`config.mk`:
```
export PLATFORM = sky130hd
export DESIGN_NAME = gpio_edge_irq_ctrl
export DESIGN_NICKNAME = d
export VERILOG_FILES = /design/src/rtl/gpio_edge_pkg.sv /design/src/rtl/gpio_edge_sync.sv /design/src/rtl/gpio_edge_bank.sv /design/src/rtl/gpio_edge_irq_ctrl.sv
export SDC_FILE = /design/constraint.sdc
export NUM_CORES = 1
export LEC_CHECK = 0
export BUFFER_PORTS_ARGS = -buffer_cell sky130_fd_sc_hd__buf_2
export CAP_MARGIN = 30
export CORE_MARGIN = 5
export CORE_UTILIZATION = 40
export CTS_CLUSTER_SIZE = 30
export DETAILED_ROUTE_END_ITERATION = 10
export GPL_ROUTABILITY_DRIVEN = 0
export MAX_ROUTING_LAYER = met4
export PLACE_DENSITY = 0.6
export SLEW_MARGIN = 15
export SYNTH_ARGS = -nofsm -noshare
export SYNTH_HDL_FRONTEND = slang
export SYNTH_SLANG_ARGS = --single-unit
```
`constraint.sdc`:
```
create_clock -name clk_i -period 14.1 [get_ports clk_i]
set_clock_uncertainty 0.15 [all_clocks]
set_input_delay 2.115 -clock clk_i [delete_from_list [all_inputs] [get_ports clk_i]]
set_output_delay 2.115 -clock clk_i [all_outputs]
set_load 0.01 [all_outputs]
```
`src/rtl/gpio_edge_pkg.sv`:
```
package gpio_edge_pkg;

  localparam int ADDR_W    = 6;
  localparam int DATA_W    = 8;
  localparam int BANK_BIT  = 5;
  localparam int MAX_BYTES = 4;

  typedef enum logic [2:0] {
    REG_ENABLE = 3'd0,
    REG_DIR    = 3'd1,
    REG_LEVEL  = 3'd2,
    REG_RISE   = 3'd3,
    REG_FALL   = 3'd4,
    REG_MASK   = 3'd5,
    REG_ROUTE  = 3'd6,
    REG_STATUS = 3'd7
  } gpio_reg_e;

endpackage

```
`src/rtl/gpio_edge_sync.sv`:
```
module gpio_edge_sync #(
  parameter int PINS = 16
) (
  input  logic            clk_i,
  input  logic            rst_ni,
  input  logic [PINS-1:0] pin_i,
  output logic [PINS-1:0] sync_o,
  output logic [PINS-1:0] rise_o,
  output logic [PINS-1:0] fall_o
);

  logic [PINS-1:0] meta_q, sync_q, prev_q;
  logic [PINS-1:0] meta_d, sync_d, prev_d;

  always_comb begin
    meta_d = pin_i;
    sync_d = meta_q;
    prev_d = sync_q;
  end

  always_ff @(posedge clk_i or negedge rst_ni) begin
    if (!rst_ni) begin
      meta_q <= '0;
      sync_q <= '0;
      prev_q <= '0;
    end else begin
      meta_q <= meta_d;
      sync_q <= sync_d;
      prev_q <= prev_d;
    end
  end

  assign sync_o = sync_q;
  assign rise_o = sync_q & ~prev_q;
  assign fall_o = ~sync_q & prev_q;

endmodule

```
`src/rtl/gpio_edge_bank.sv`:
```
module gpio_edge_bank
  import gpio_edge_pkg::*;
#(
  parameter int PINS = 8
) (
  input  logic              clk_i,
  input  logic              rst_ni,
  input  logic              wr_en_i,
  input  gpio_reg_e         reg_sel_i,
  input  logic [1:0]        byte_sel_i,
  input  logic [DATA_W-1:0] wdata_i,
  input  logic [PINS-1:0]   sync_i,
  input  logic [PINS-1:0]   rise_i,
  input  logic [PINS-1:0]   fall_i,
  output logic [DATA_W-1:0] rdata_o,
  output logic [PINS-1:0]   out_o,
  output logic [PINS-1:0]   oe_o,
  output logic [PINS-1:0]   sts_o,
  output logic [PINS-1:0]   mask_o,
  output logic [PINS-1:0]   trig_o,
  output logic              irq_o
);

  logic [PINS-1:0] en_q, dir_q, lvl_q, ren_q, fen_q, msk_q, rte_q, sts_q;
  logic [PINS-1:0] en_d, dir_d, lvl_d, ren_d, fen_d, msk_d, rte_d, sts_d;
  logic [PINS-1:0] hit, wbit, clr, cap, rd_vec;

  // byte lane decode per pin
  for (genvar i = 0; i < PINS; i++) begin : g_lane
    assign hit[i]  = (byte_sel_i == 2'(i / DATA_W));
    assign wbit[i] = wdata_i[i % DATA_W];
  end

  assign clr = (wr_en_i && reg_sel_i == REG_STATUS) ? (hit & wbit) : '0;
  assign cap = en_q & dir_q & ((rise_i & ren_q) | (fall_i & fen_q));

  always_comb begin
    en_d  = en_q;
    dir_d = dir_q;
    lvl_d = lvl_q;
    ren_d = ren_q;
    fen_d = fen_q;
    msk_d = msk_q;
    rte_d = rte_q;
    if (wr_en_i) begin
      unique case (reg_sel_i)
        REG_ENABLE: en_d  = (en_q  & ~hit) | (wbit & hit);
        REG_DIR:    dir_d = (dir_q & ~hit) | (wbit & hit);
        REG_LEVEL:  lvl_d = (lvl_q & ~hit) | (wbit & hit);
        REG_RISE:   ren_d = (ren_q & ~hit) | (wbit & hit);
        REG_FALL:   fen_d = (fen_q & ~hit) | (wbit & hit);
        REG_MASK:   msk_d = (msk_q & ~hit) | (wbit & hit);
        REG_ROUTE:  rte_d = (rte_q & ~hit) | (wbit & hit);
        default:    ;
      endcase
    end
    // capture wins over a simultaneous clear
    sts_d = (sts_q & ~clr) | cap;
  end

  always_ff @(posedge clk_i or negedge rst_ni) begin
    if (!rst_ni) begin
      en_q  <= '0;
      dir_q <= '0;
      lvl_q <= '0;
      ren_q <= '0;
      fen_q <= '0;
      msk_q <= '0;
      rte_q <= '0;
      sts_q <= '0;
    end else begin
      en_q  <= en_d;
      dir_q <= dir_d;
      lvl_q <= lvl_d;
      ren_q <= ren_d;
      fen_q <= fen_d;
      msk_q <= msk_d;
      rte_q <= rte_d;
      sts_q <= sts_d;
    end
  end

  always_comb begin
    unique case (reg_sel_i)
      REG_ENABLE: rd_vec = en_q;
      REG_DIR:    rd_vec = dir_q;
      REG_LEVEL:  rd_vec = (dir_q & sync_i) | (~dir_q & lvl_q);
      REG_RISE:   rd_vec = ren_q;
      REG_FALL:   rd_vec = fen_q;
      REG_MASK:   rd_vec = msk_q;
      REG_ROUTE:  rd_vec = rte_q;
      default:    rd_vec = sts_q;
    endcase
  end

  always_comb begin
    rdata_o = '0;
    for (int i = 0; i < PINS; i++) begin
      if (hit[i]) rdata_o[i % DATA_W] = rd_vec[i];
    end
  end

  assign out_o  = lvl_q;
  assign oe_o   = en_q & ~dir_q;
  assign sts_o  = sts_q;
  assign mask_o = msk_q;
  assign trig_o = ren_q | fen_q;
  assign irq_o  = |(sts_q & msk_q);

endmodule

```
`src/rtl/gpio_edge_irq_ctrl.sv`:
```
module gpio_edge_irq_ctrl
  import gpio_edge_pkg::*;
#(
  parameter int CORE_PINS   = 10,
  parameter int RESUME_PINS = 6
) (
  input  logic                             clk_i,
  input  logic                             rst_ni,
  input  logic                             wr_en_i,
  input  logic [ADDR_W-1:0]                addr_i,
  input  logic [DATA_W-1:0]                wdata_i,
  output logic [DATA_W-1:0]                rdata_o,
  input  logic [CORE_PINS+RESUME_PINS-1:0] pin_i,
  output logic [CORE_PINS+RESUME_PINS-1:0] pin_out_o,
  output logic [CORE_PINS+RESUME_PINS-1:0] pin_oe_o,
  output logic                             irq_o
);

  localparam int TOTAL_PINS = CORE_PINS + RESUME_PINS;
  localparam int NUM_BANKS  = 2;

  // reset: asserted asynchronously, released on a clock edge
  logic rst_meta_q, rst_sync_q;
  always_ff @(posedge clk_i or negedge rst_ni) begin
    if (!rst_ni) begin
      rst_meta_q <= 1'b0;
      rst_sync_q <= 1'b0;
    end else begin
      rst_meta_q <= 1'b1;
      rst_sync_q <= rst_meta_q;
    end
  end

  logic [TOTAL_PINS-1:0] sync_v, rise_v, fall_v;
  logic [TOTAL_PINS-1:0] all_sts, all_mask, all_trig;
  logic [DATA_W-1:0]     bank_rd  [NUM_BANKS];
  logic [NUM_BANKS-1:0]  bank_irq;
  gpio_reg_e             reg_sel;

  assign reg_sel = gpio_reg_e'(addr_i[4:2]);

  gpio_edge_sync #(.PINS(TOTAL_PINS)) u_sync (
    .clk_i  (clk_i),
    .rst_ni (rst_sync_q),
    .pin_i  (pin_i),
    .sync_o (sync_v),
    .rise_o (rise_v),
    .fall_o (fall_v)
  );

  for (genvar b = 0; b < NUM_BANKS; b++) begin : g_bank
    localparam int P  = (b == 0) ? CORE_PINS : RESUME_PINS;
    localparam int LO = (b == 0) ? 0 : CORE_PINS;
    logic bank_wr;
    assign bank_wr = wr_en_i && (addr_i[BANK_BIT] == 1'(b));

    gpio_edge_bank #(.PINS(P)) u_bank (
      .clk_i      (clk_i),
      .rst_ni     (rst_sync_q),
      .wr_en_i    (bank_wr),
      .reg_sel_i  (reg_sel),
      .byte_sel_i (addr_i[1:0]),
      .wdata_i    (wdata_i),
      .sync_i     (sync_v[LO +: P]),
      .rise_i     (rise_v[LO +: P]),
      .fall_i     (fall_v[LO +: P]),
      .rdata_o    (bank_rd[b]),
      .out_o      (pin_out_o[LO +: P]),
      .oe_o       (pin_oe_o[LO +: P]),
      .sts_o      (all_sts[LO +: P]),
      .mask_o     (all_mask[LO +: P]),
      .trig_o     (all_trig[LO +: P]),
      .irq_o      (bank_irq[b])
    );
  end

  assign rdata_o = bank_rd[addr_i[BANK_BIT]];
  assign irq_o   = |bank_irq;

endmodule

```
==> summary.txt <==
Setup path
  – Critical path type: in2out
  – Cell mode on critical path: buf_2
  – Crit-path max FO: 45
  – Crit path arrival time: about 4.7 ns
  – CP Cell Sequence: buf_2 -> nor2b_1 -> a21oi_1 -> o2bb2ai_1 -> a221oi_1 -> buf_2
  – Top delay family on crit path: buffers and inverters
  – Critical path's slowest cell: nor2b_1
  – Max stage delay on crit path: 0.84 ns
  – CP Launch Type: input pin
  – Critical Path RT: approximately 12 ns
  – Crit path buffers/inverters: 2
  – Nature of the critical path endpoint: output port

Detailed routing
  – Wire per inst: between 20 and 25 µm
  – Vias per inst: about 5.8
  – Initial DRC count: 506
  – Vias: roughly 5700
  – Pre-Repair DR Iteration Count: 5
  – Total Wirelength: between 20000 and 25000 µm
  – DRT antenna net count: 0
  – DRC errors left: 0

Layout
  – Fillers: around 1800
  – Fin cells: 989
  – Fraction of layout cells with a size suffix above 1: 0.3481
  – Sequential Area: ~4500 µm²
  – Antenna cells: 0
  – Finished Cell Area: about 9000 µm²
  – Syn-to-layout area delta: 15.42%
  – Multi-input gate area: 3367 µm²
  – Nets: approximately 740

Floorplan
  – Die height: 151.1 µm
  – FP Rows: ~50
  – Initial core utilization: 0.4080
  – DIE AREA: ~23000 µm²
  – Top Ports: 74
  – Die Width: between 150 and 200 µm
  – Core area: 19530 µm²

Clock tree
  – Clock Sinks: about 180
  – Root Driver: clkbuf_16
  – Reg clk slew, reported paths: about 0.060 ns
  – Hold Buf Count CTS: 0
  – CTS buffer count: 17
  – CTS tree: yes
  – Post-CTS setup buffers: 0
  – Clock Tree Buf Depth: 2
  – # resized after CTS: 0
  – CTS HTree Levels: 4
  – Clk_lat worst skew: 0.42 ns

Power and ir drop
  – Worst VDD drop: about 0.074 mV
  – Pwr Density: 135.3 nW/µm²
  – Pleak: just over 0.004 µW

Yosys
  – Top cells by count, synth: dfrtp_1, mux2_2, nand2_1
  – Synth unique cells: between 40 and 50
  – Post-synth EDFFs: 0
  – Ranking of synthesized cells by area: dfrtp_1, mux2_2, nand2_1, o21ai_0, a32o_1
  – Post-synthesis mux area share: 0.1963
  – Synthesis-stage register bit count: 178
  – Most common cell in the netlist: dfrtp_1
  – Simple-gate portion of the synthesized area: 0.1073
  – Largest family of logic cells by synthesized area: multiplexers
  – Yosys warning total: 0
  – Ys flop type: dfrtp_1
  – Synth top area share: 0.5590
  – Cell count after synthesis: about 640
  – Post-Syn Area: between 7000 and 8000 µm²
  – Register area share after synthesis: 0.5590
  – Avg Cell Area, Syn: 12.39 µm²
  – Xor/xnor share of the synthesized area: 0
  – Post-Synth Adder-Cell Area: 0
  – Compound-Gate Fraction of Synth Area: 0.1186
  – Syn nets: just under 700
  – Asr flop ratio synth: 1.000
  – Synth area leader: dfrtp_1

GRT
  – Vias in the first global route: about 6000
  – First-pass GRT wire length: ~34000 µm
  – Total track usage: 0.2033
  – Largest net degree at the start of global routing: 72
  – Congestion Overflow GR: 0
  – Initial antenna violation count: 0

Flow run
  – Max_cap viols: 0

STA
  – Fin Setup TNS: 0 ns
  – Worst-Margin Slew: 0.9436 ns
  – Final Hold Fails: 0
  – Slew margin rel.: 0.3696
  – Period utilization: 0.4913
  – Slew Limit Fails: 0
  – Setup violations, final: 0
  – Final worst path period need: slightly below 7 ns
  – RSZ-0062 raised after global routing: no
  – Max Freq: ~0.14 GHz

Status
  – Run status: complete, no violations

Place
  – HPWL after DPL: 14890 µm
  – IO Port Bufs: 73
  – Post-Place Cell Area: between 8000 and 9000 µm²
  – Placed insts: 955

Worst hold path
  – Worst hold path type: reg2async
final timing paths:
| kind | start | end | slack, ns | cells after the start |
|---|---|---|---|---|
| max in group asynchronous | rst_sync_q | u_sync.sync_o[1] | 11.85 | 3 |
| hold reg to reg | rst_sync_q | u_sync.prev_q[12] | 0.18 | 0 |
| setup reg to reg | rst_sync_q | u_sync.sync_o[1] | 11.85 | 3 |
| min in group clk_i | u_sync.meta_q[10] | u_sync.sync_o[10] | 0.20 | 0 |
| hold / removal | rst_sync_q | u_sync.prev_q[12] | 0.18 | 0 |
| setup / recovery | addr_i[2] | rdata_o[5] | 7.17 | 6 |
routing by layer:
layer  track usage  routed length [µm]
met2        0.3168               10520
met4       0.06936                 528
met5             -                   0
met3       0.05536                1397
met1        0.2580                9189
layout by cell type, fill, tap and decap left out, drive strengths merged, types with 7 or more instances in the layout:
master	synthesis	layout
dfrtp	178	178
o21ai	37	37
nor2b	24	24
a21oi	18	18
a22o	8	8
o221ai	7	7
buf	15	78
mux2	128	128
a32o	16	16
nand3b	16	16
a221oi	15	15
nor2	23	23
inv	5	7
mux2i	10	10
nand3	12	12
clkbuf	14	22
nand2	61	61
worst reg2reg max path: stages, from the launching register on:
cell	delay [ns]
dfrtp_4	0.80
buf_4	0.30
buf_16	0.30
buf_4	0.71
logic make-up after synthesis:
group,Yosys count
buffers and inverters,34
other,1
AND/OR/NAND/NOR,157
flip-flops,178
AO/OA/AOI/OAI,134
multiplexers,139
stage by stage:
step	setup WS, ns	power [µW]	utilization	hold WS, ns
CTS	7.186	1256	0.4692	0.2003
floorplan	8.407	711.7	-	0.1812
global route	7.014	1298	0.4710	0.2061
global placement	7.257	768.7	0.4385	0.1830
detailed placement	7.172	775.5	0.4385	0.1847
finish	7.172	1244	0.4710	0.1839
area by class of cell:
type                            count  share of cell area
Clock buffer                       22             0.05156
Sequential cell                   178              0.4848
Multi-Input combinational cell    431              0.3661
Clock inverter                     10             0.01347
Tap cell                          265             0.03605
Inverter                            5            0.002041
Timing Repair Buffer               78             0.04599
power by group:
group | leakage (µW) | switching [µW] | internal (µW)
combinational | 0.00153 | 75.3 | 76.2
clock | 0.000281 | 199 | 277
sequential | 0.00229 | 52.0 | 564
total | 0.00410 | 327 | 917
No activity file was read; power rests on OpenSTA's default activity.
